**src/rtl/occ_freq_sel.sv**
```systemverilog
module occ_freq_sel #(
  parameter int NSTATE = 10,
  parameter int PTR_W = 6,
  localparam int IDX_W = $clog2(NSTATE),
  localparam int OCC_W = PTR_W + 1
) (
  input  logic             clk,
  input  logic             rst_n,
  input  logic [OCC_W-1:0] wr_ptr,
  input  logic [OCC_W-1:0] rd_ptr,
  input  logic             thr_we,
  input  logic [IDX_W-1:0] thr_idx,
  input  logic [OCC_W-1:0] thr_val,
  input  logic             mask_we,
  input  logic [NSTATE-1:0] mask_val,
  input  logic             idle_ack,
  output logic             idle_req,
  output logic [IDX_W-1:0] freq_sel
);

  localparam int DEPTH = 1 << PTR_W;

  logic [OCC_W-1:0]  thr_q [NSTATE];
  logic [NSTATE-1:0] used_q;
  logic [IDX_W-1:0]  cur_q, tgt_q, low_idx, up_idx;
  logic              busy_q, has_up, go_up, go_low;
  logic [OCC_W-1:0]  occ, cur_thr;

  assign occ = wr_ptr - rd_ptr;

  always_comb begin
    low_idx = '0;
    up_idx  = cur_q;
    has_up  = 1'b0;
    cur_thr = '0;
    for (int i = NSTATE - 1; i >= 0; i--) begin
      if (used_q[i]) low_idx = IDX_W'(i);
      if (used_q[i] && i > int'(cur_q)) begin
        up_idx = IDX_W'(i);
        has_up = 1'b1;
      end
      if (int'(cur_q) == i) cur_thr = thr_q[i];
    end
  end

  assign go_low = (occ == '0) && (cur_q != low_idx);
  assign go_up  = has_up && (occ > cur_thr);

  always_ff @(posedge clk) begin
    if (!rst_n) begin
      busy_q <= 1'b0;
      cur_q  <= '0;
      tgt_q  <= '0;
      used_q <= '1;
      for (int i = 0; i < NSTATE; i++)
        thr_q[i] <= OCC_W'(((i + 1) * DEPTH) / NSTATE);
    end else begin
      if (busy_q) begin
        if (idle_ack) begin
          cur_q  <= tgt_q;
          busy_q <= 1'b0;
        end
      end else if (go_low) begin
        busy_q <= 1'b1;
        tgt_q  <= low_idx;
      end else if (go_up) begin
        busy_q <= 1'b1;
        tgt_q  <= up_idx;
      end
      if (thr_we && int'(thr_idx) < NSTATE) thr_q[thr_idx] <= thr_val;
      if (mask_we) used_q <= mask_val;
    end
  end

  assign idle_req = busy_q;
  assign freq_sel = cur_q;

  p_sel_moves_on_ack_r7: assert property (@(posedge clk) disable iff (!rst_n)
    !$stable(freq_sel) |-> $past(idle_req && idle_ack));

  p_req_held_r7: assert property (@(posedge clk) disable iff (!rst_n)
    idle_req && !idle_ack |=> idle_req);

  p_req_released_r7: assert property (@(posedge clk) disable iff (!rst_n)
    idle_req && idle_ack |=> !idle_req && freq_sel == $past(tgt_q));

  p_target_fixed_r8: assert property (@(posedge clk) disable iff (!rst_n)
    idle_req && !idle_ack |=> $stable(tgt_q));

  p_empty_to_lowest_r4: assert property (@(posedge clk) disable iff (!rst_n)
    !idle_req && occ == '0 && freq_sel != low_idx |=> idle_req && tgt_q == $past(low_idx));

  p_no_step_down_r5: assert property (@(posedge clk) disable iff (!rst_n)
    !idle_req && occ != '0 && occ <= cur_thr |=> !idle_req);

  p_top_stays_r6: assert property (@(posedge clk) disable iff (!rst_n)
    !idle_req && occ != '0 && !has_up |=> !idle_req);

  p_single_state_r10: assert property (@(posedge clk) disable iff (!rst_n)
    !idle_req && $countones(used_q) == 1 && freq_sel == low_idx |=> !idle_req);

endmodule

```
**config.mk**
```make
export PLATFORM = sky130hd
export DESIGN_NAME = occ_freq_sel
export DESIGN_NICKNAME = d
export VERILOG_FILES = /design/src/rtl/occ_freq_sel.sv
export SDC_FILE = /design/constraint.sdc
export NUM_CORES = 1
export LEC_CHECK = 0
export CAP_MARGIN = 20
export CORE_ASPECT_RATIO = 0.8
export CORE_MARGIN = 3
export CORE_UTILIZATION = 49
export CTS_CLUSTER_DIAMETER = 100
export DETAILED_ROUTE_END_ITERATION = 10
export HOLD_SLACK_MARGIN = 0.06
export PLACE_DENSITY = 0.67
export SLEW_MARGIN = 20
export SYNTH_ARGS = -nofsm -noshare
export SYNTH_HDL_FRONTEND = slang
export SYNTH_SLANG_ARGS = --single-unit
```
**constraint.sdc**
```tcl
create_clock -name clk -period 5.1 [get_ports clk]
set_clock_uncertainty 0.1 [all_clocks]
set_input_delay 1.02 -clock clk [delete_from_list [all_inputs] [get_ports clk]]
set_output_delay 1.02 -clock clk [all_outputs]
set_load 0.02 [all_outputs]
```
After elaboration in Yosys (flattened, before gate mapping)
Memories as Yosys holds them, arrays and structs flattened.
Index checks and enable logic that the tools add are counted.
- $add $sub $neg: 1
- $lt $le $gt $ge: 11
- eq/ne operators: 10
- multiplexer cells: 51
- bitwise gates (word level): 1
- reduce and logical (&&, ||, !) cells: 18
- operators with widths (operator ; count):
    two-way mux 4 bit ; 22
    two-way mux 7 bit ; 11
    == test 4 bit, second input constant ; 6
    two-way mux 1 bit ; 18
    greater-than comparator 3 x 4 -> 1 bit, first input constant ; 4
    logical AND 1 bit ; 12
    == test 4 x 3 -> 1 bit, second input constant ; 2
    greater-than comparator 2 x 4 -> 1 bit, first input constant ; 2
    greater-than comparator 4 bit, first input constant ; 2
    greater-than comparator 7 bit ; 1
    zero test 7 bit ; 1
    OR reduction 7 bit ; 1
    subtractor 7 bit ; 1
    == test 4 x 2 -> 1 bit, second input constant ; 1
    greater-than comparator 1 x 4 -> 1 bit, first input constant ; 1
    zero test 4 bit ; 1
    < comparator 4 bit, second input constant ; 1
    inequality test 4 bit ; 1
    AND reduction 2 bit ; 2
    nonzero test 2 bit ; 1
    inverter 1 bit ; 1
- bits in registers: 19
- bits in writable memories: 70
- input port bits: 40
- output and inout bits: 5
- logic and storage cells: 97
- memories: 1
- memories (name ; words ; width ; rd ports ; clocked after Yosys merged registers in ; wr ports ; RTL line ; source):
    thr_q ; 10 ; 7 ; 10 ; 0 ; 10 ; 23 ; logic [OCC_W-1:0] thr_q [NSTATE];

Depth between registers and ports, before layout
- depth in word-level cells: 16
- mapped depth: 17
- mapped depth without buffers: 15

Worst setup path after synthesis
Ideal clock, no wire load.
- path type: input-to-reg
- start: in wr_ptr[0]
- end: reg tgt_q[0]
- library setup time: 0.116 ns
- data arrival time: 3.670 ns
- data required time: 4.884 ns
- path slack: 1.214 ns
- stages on the path: 15
- buffers on the path: 0
- cell sequence: inv_1 -> ha_1 -> inv_1 -> fa_1 -> a211oi_1 -> o21bai_1 -> a21oi_1 -> xnor2_1 -> ha_1 -> nand4_1 -> o22ai_1 -> a21o_1 -> nor3_1 -> nor3_1 -> a41o_1
- longest elaborated chain between the ends: 5
- elaborated cells between the ends (all ways): 8
- classes of those cells: add/sub (1); order compare (1); mux (1); reduce/logical (5)
- RTL lines (what ; RTL line ; source):
    start, declared ; 9 ; input logic [OCC_W-1:0] wr_ptr,
    subtractor 7 bit * ; 29 ; assign occ = wr_ptr - rd_ptr;
    greater-than comparator 7 bit or zero test 7 bit (tied branches) ; 47, 46 ;
    logical AND 1 bit (on tied branches) ; 47, 46 ;
    nonzero test 2 bit (no line) ; -- ;
    AND reduction 2 bit (no line) ; -- ;
    end signal, assigned ; 65 ; tgt_q <= low_idx;
    end signal, assigned ; 68 ; tgt_q <= up_idx;
    end, declared ; 25 ; logic [IDX_W-1:0] cur_q, tgt_q, low_idx, up_idx;
Mark *: on every way between the ends. The rest lies on a longest branch, timed or not.
A chain may end at the register's enable or synchronous reset.

Final worst setup path
- start: in rd_ptr[0]
- end: reg tgt_q[0]
- longest elaborated chain between the ends: 5
- elaborated cells between the ends (all ways): 8
- classes of those cells: add/sub (1); order compare (1); mux (1); reduce/logical (5)
- RTL lines (what ; RTL line ; source):
    start, declared ; 10 ; input logic [OCC_W-1:0] rd_ptr,
    subtractor 7 bit * ; 29 ;
    greater-than comparator 7 bit or zero test 7 bit (tied branches) ; 47, 46 ;
    logical AND 1 bit (on tied branches) ; 47, 46 ;
    nonzero test 2 bit (no line) ; -- ;
    AND reduction 2 bit (no line) ; -- ;
Marked as above.

==> reports/summary.json <==
{
  "result_of_the_run": "finished, final reports clean",
  "number_of_synthesized_register_bits": 89,
  "crit_path_start_kind": "input pin",
  "synth_flop_cell": "sky130_fd_sc_hd__edfxtp_1",
  "most_used_cells_in_the_layout_excluding_fill_and_tap_cells": "95 x sky130_fd_sc_hd__nand2_1, 70 x sky130_fd_sc_hd__edfxtp_1, 68 x sky130_fd_sc_hd__nor2_1",
  "drt.antenna.violating_nets": 0,
  "setup.worst_path.class": "in -> reg",
  "cp_slowest_cell": "sky130_fd_sc_hd__clkdlybuf4s50_1",
  "synth_area_leader_cell": "sky130_fd_sc_hd__edfxtp_1",
  "highest_achievable_clock_rate_mhz": 234,
  "synthArstFlopShare": 0,
  "cts_setup_buffers": 0,
  "synth.avg_cell_area_um2": 9.36,
  "hpwlAfterDp_mm": 8.87,
  "fraction_of_final_layout_cells_with_drive_strength_greater_than_1": 0.0676,
  "layout_min_cycle_time_ps": 4280,
  "drcViolationCount": 0,
  "design.final.nets": 626,
  "route.vias.total": 4192,
  "critical_path.max_stage_delay_ps": 460,
  "summed_instance_area_of_the_synthesized_netlist_um2": 5010,
  "min_path_cells": 2,
  "grt_overflow_total": 0,
  "numPortBuffers": 44,
  "floorplan.die_area_um2": 11500,
  "final_slew_viol_count": 0,
  "routabilityCongestion": 0.888,
  "ys_types": 59,
  "ir_drop_mv": 0.217,
  "wl_per_cell_um": 17.4,
  "p_total_mw": 1.88,
  "synthDominantCellAreaShare": 0.420,
  "num_antenna_cells": 0,
  "tightest_slew_ps": 1090,
  "report.final.hold_viol_count": 0,
  "cts.sink_count": 89,
  "initial_core_util": 0.510,
  "dieHeight_um": 96.4,
  "die_w_um": 119,
  "clk_pin_slew_ps": 60,
  "holdBufCountCts": 0,
  "grt_start_max_net_pins": 33,
  "max_cap_viol_count": 0,
  "yosysSeqAreaShare": 0.496,
  "ff2ff_path_depth": 15,
  "worstSkewPairLatency_ps": 340,
  "total_leakage_power_nw": 2.09,
  "rsz_0062_raised_after_global_routing": "false",
  "path_max_fanout": 5,
  "final_common_cell": "sky130_fd_sc_hd__nand2_1",
  "count_of_warnings_emitted_by_yosys": 0,
  "flow.area_growth_from_synthesis_pct": 17.0,
  "timing.max_slew.rel_slack": 0.268,
  "report.final.setup_viol": 0,
  "detail_route.wirelength_mm": 12.4,
  "number_of_gates_resized_after_cts": 0,
  "ctsLongestPathBuffers": 2,
  "io-pin-count": 45,
  "std_cell_rows": 32,
  "postSynthCellCount": 535,
  "first_iter_violations": 417,
  "htree_levels": 3,
  "post_synth_edffs": 70,
  "cp_data_required_time_ps": 5290,
  "placeableCoreArea_um2": 9810,
  "global_route_wire_length_before_repair_mm": 20.0,
  "tritoncts": "done",
  "gr_util_all_layers": 0.224,
  "number_of_buffers_created_by_cts": 9,
  "synth_fp_nets": 589,
  "synth_top_cells_by_area": "sky130_fd_sc_hd__edfxtp_1 42%, sky130_fd_sc_hd__dfxtp_1 7.6%, sky130_fd_sc_hd__nand2_1 7.1%",
  "via_count_of_the_first_global_routing_pass": 3924,
  "postLayoutSetupSlackWorst_ps": 821,
  "placement.setup.worst_slack_ps": 486,
  "critPathMostFrequentCell": "sky130_fd_sc_hd__ha_1",
  "first_pass_iters": 5,
  "worst_ep_arrival_time_ps": 4470,
  "library_cell_used_as_clock_root_buffer": "sky130_fd_sc_hd__clkbuf_16",
  "hold_path_class": "reg -> reg",
  "power-per-cell-area_nw_per_um2": 320,
  "worstSetupEndpointType": "flop",
  "antenna_found_initial": 0,
  "setup_tns_ps": 0,
  "vias_per_inst": 5.88,
  "crit_chain": "clkdlybuf4s50_1 > ha_1 > inv_1 > fa_1 > a211oi_1 > o21bai_1 > a21oi_1 > xnor2_1 > ha_1 > nand4_1 > o22ai_1 > a21o_1 > nor3_1 > or2_2 > a41o_1",
  "final_min_period_over_clock_period": 0.839
}
registers in the layout, indices dropped and copies added, names as in the netlist:
signal,count
freq_sel,4
idle_req,1
tgt_q,4
thr_q,70
used_q,10
worst paths after layout:
path | start | to | slack [ps]
worst max register to register | freq_sel[1] | tgt_q[0] | 990
worst max-delay path | rd_ptr[0] | tgt_q[0] | 820
worst min register to register | tgt_q[0] | freq_sel[0] | 400
worst min-delay path | tgt_q[0] | freq_sel[0] | 400
where the power goes:
group,switching [mW],internal [mW],total (mW)
logic,0.209,0.167,0.375
clock network,0.282,0.331,0.614
registers,0.0484,0.840,0.888
total,0.540,1.34,1.88
critical path, delay by kind of cell:
family / cells / cell delay, ps
buffers and inverters: 2 / 510
AND/OR/NAND/NOR: 3 / 770
AO/OA/AOI/OAI: 6 / 1030
adder cells (fa/ha/maj): 3 / 890
XOR/XNOR: 1 / 250
kinds of logic (layout without fill, tap and decap cells):
family,Yosys count,in the layout,synth area share
mux,18,18,0.0415
compound gates,122,122,0.165
buf+inv,50,92,0.0375
flops,89,89,0.496
fa+ha+maj,14,14,0.0365
xor+xnor,6,6,0.0105
simple gates,236,236,0.213
per-stage QoR:
step | utilization | hold slack, ps | std cells | cell area [µm²]
5_1_grt | 0.597 | 416 | 713 | 5860
6_report | 0.597 | 399 | 713 | 5860
3_5_place_dp | 0.570 | 386 | 697 | 5590
2_1_floorplan | - | 352 | 535 | 5010
3_3_place_gp | 0.570 | 378 | 697 | 5590
4_1_cts | 0.597 | 398 | 713 | 5860
area by class of cell:
| class | count | area [µm²] |
|---|---|---|
| Inverter | 22 | 82.6 |
| Timing Repair Buffer | 54 | 515 |
| Tap cell | 136 | 170 |
| Fill cell | 865 | 3950 |
| Clock buffer | 10 | 229 |
| Sequential cell | 89 | 2480 |
| Multi-Input combinational cell | 396 | 2340 |
| Clock inverter | 6 | 41.3 |
metal layers:
metal  global-route usage  share of wire
met5                    0              0
met4               0.0974          0.030
met1                0.313           0.45
met3               0.0512          0.079
met2                0.338           0.44
Yosys cell counts, drive strengths merged, types with 4 or more instances:
cell,n
nand3,16
a31oi,7
o211ai,4
nand2b,8
edfxtp,70
buf,5
nor2,68
o31ai,6
dfxtp,19
nand2,95
nor4,6
clkbuf,23
nand4,5
inv,22
a21oi,21
ha,13
nor3,8
o21ai,35
nor3b,4
mux2i,14
or2,4
a21boi,5
o21a,6
nor2b,10
Note: power is estimated with default switching activity, not from simulation.
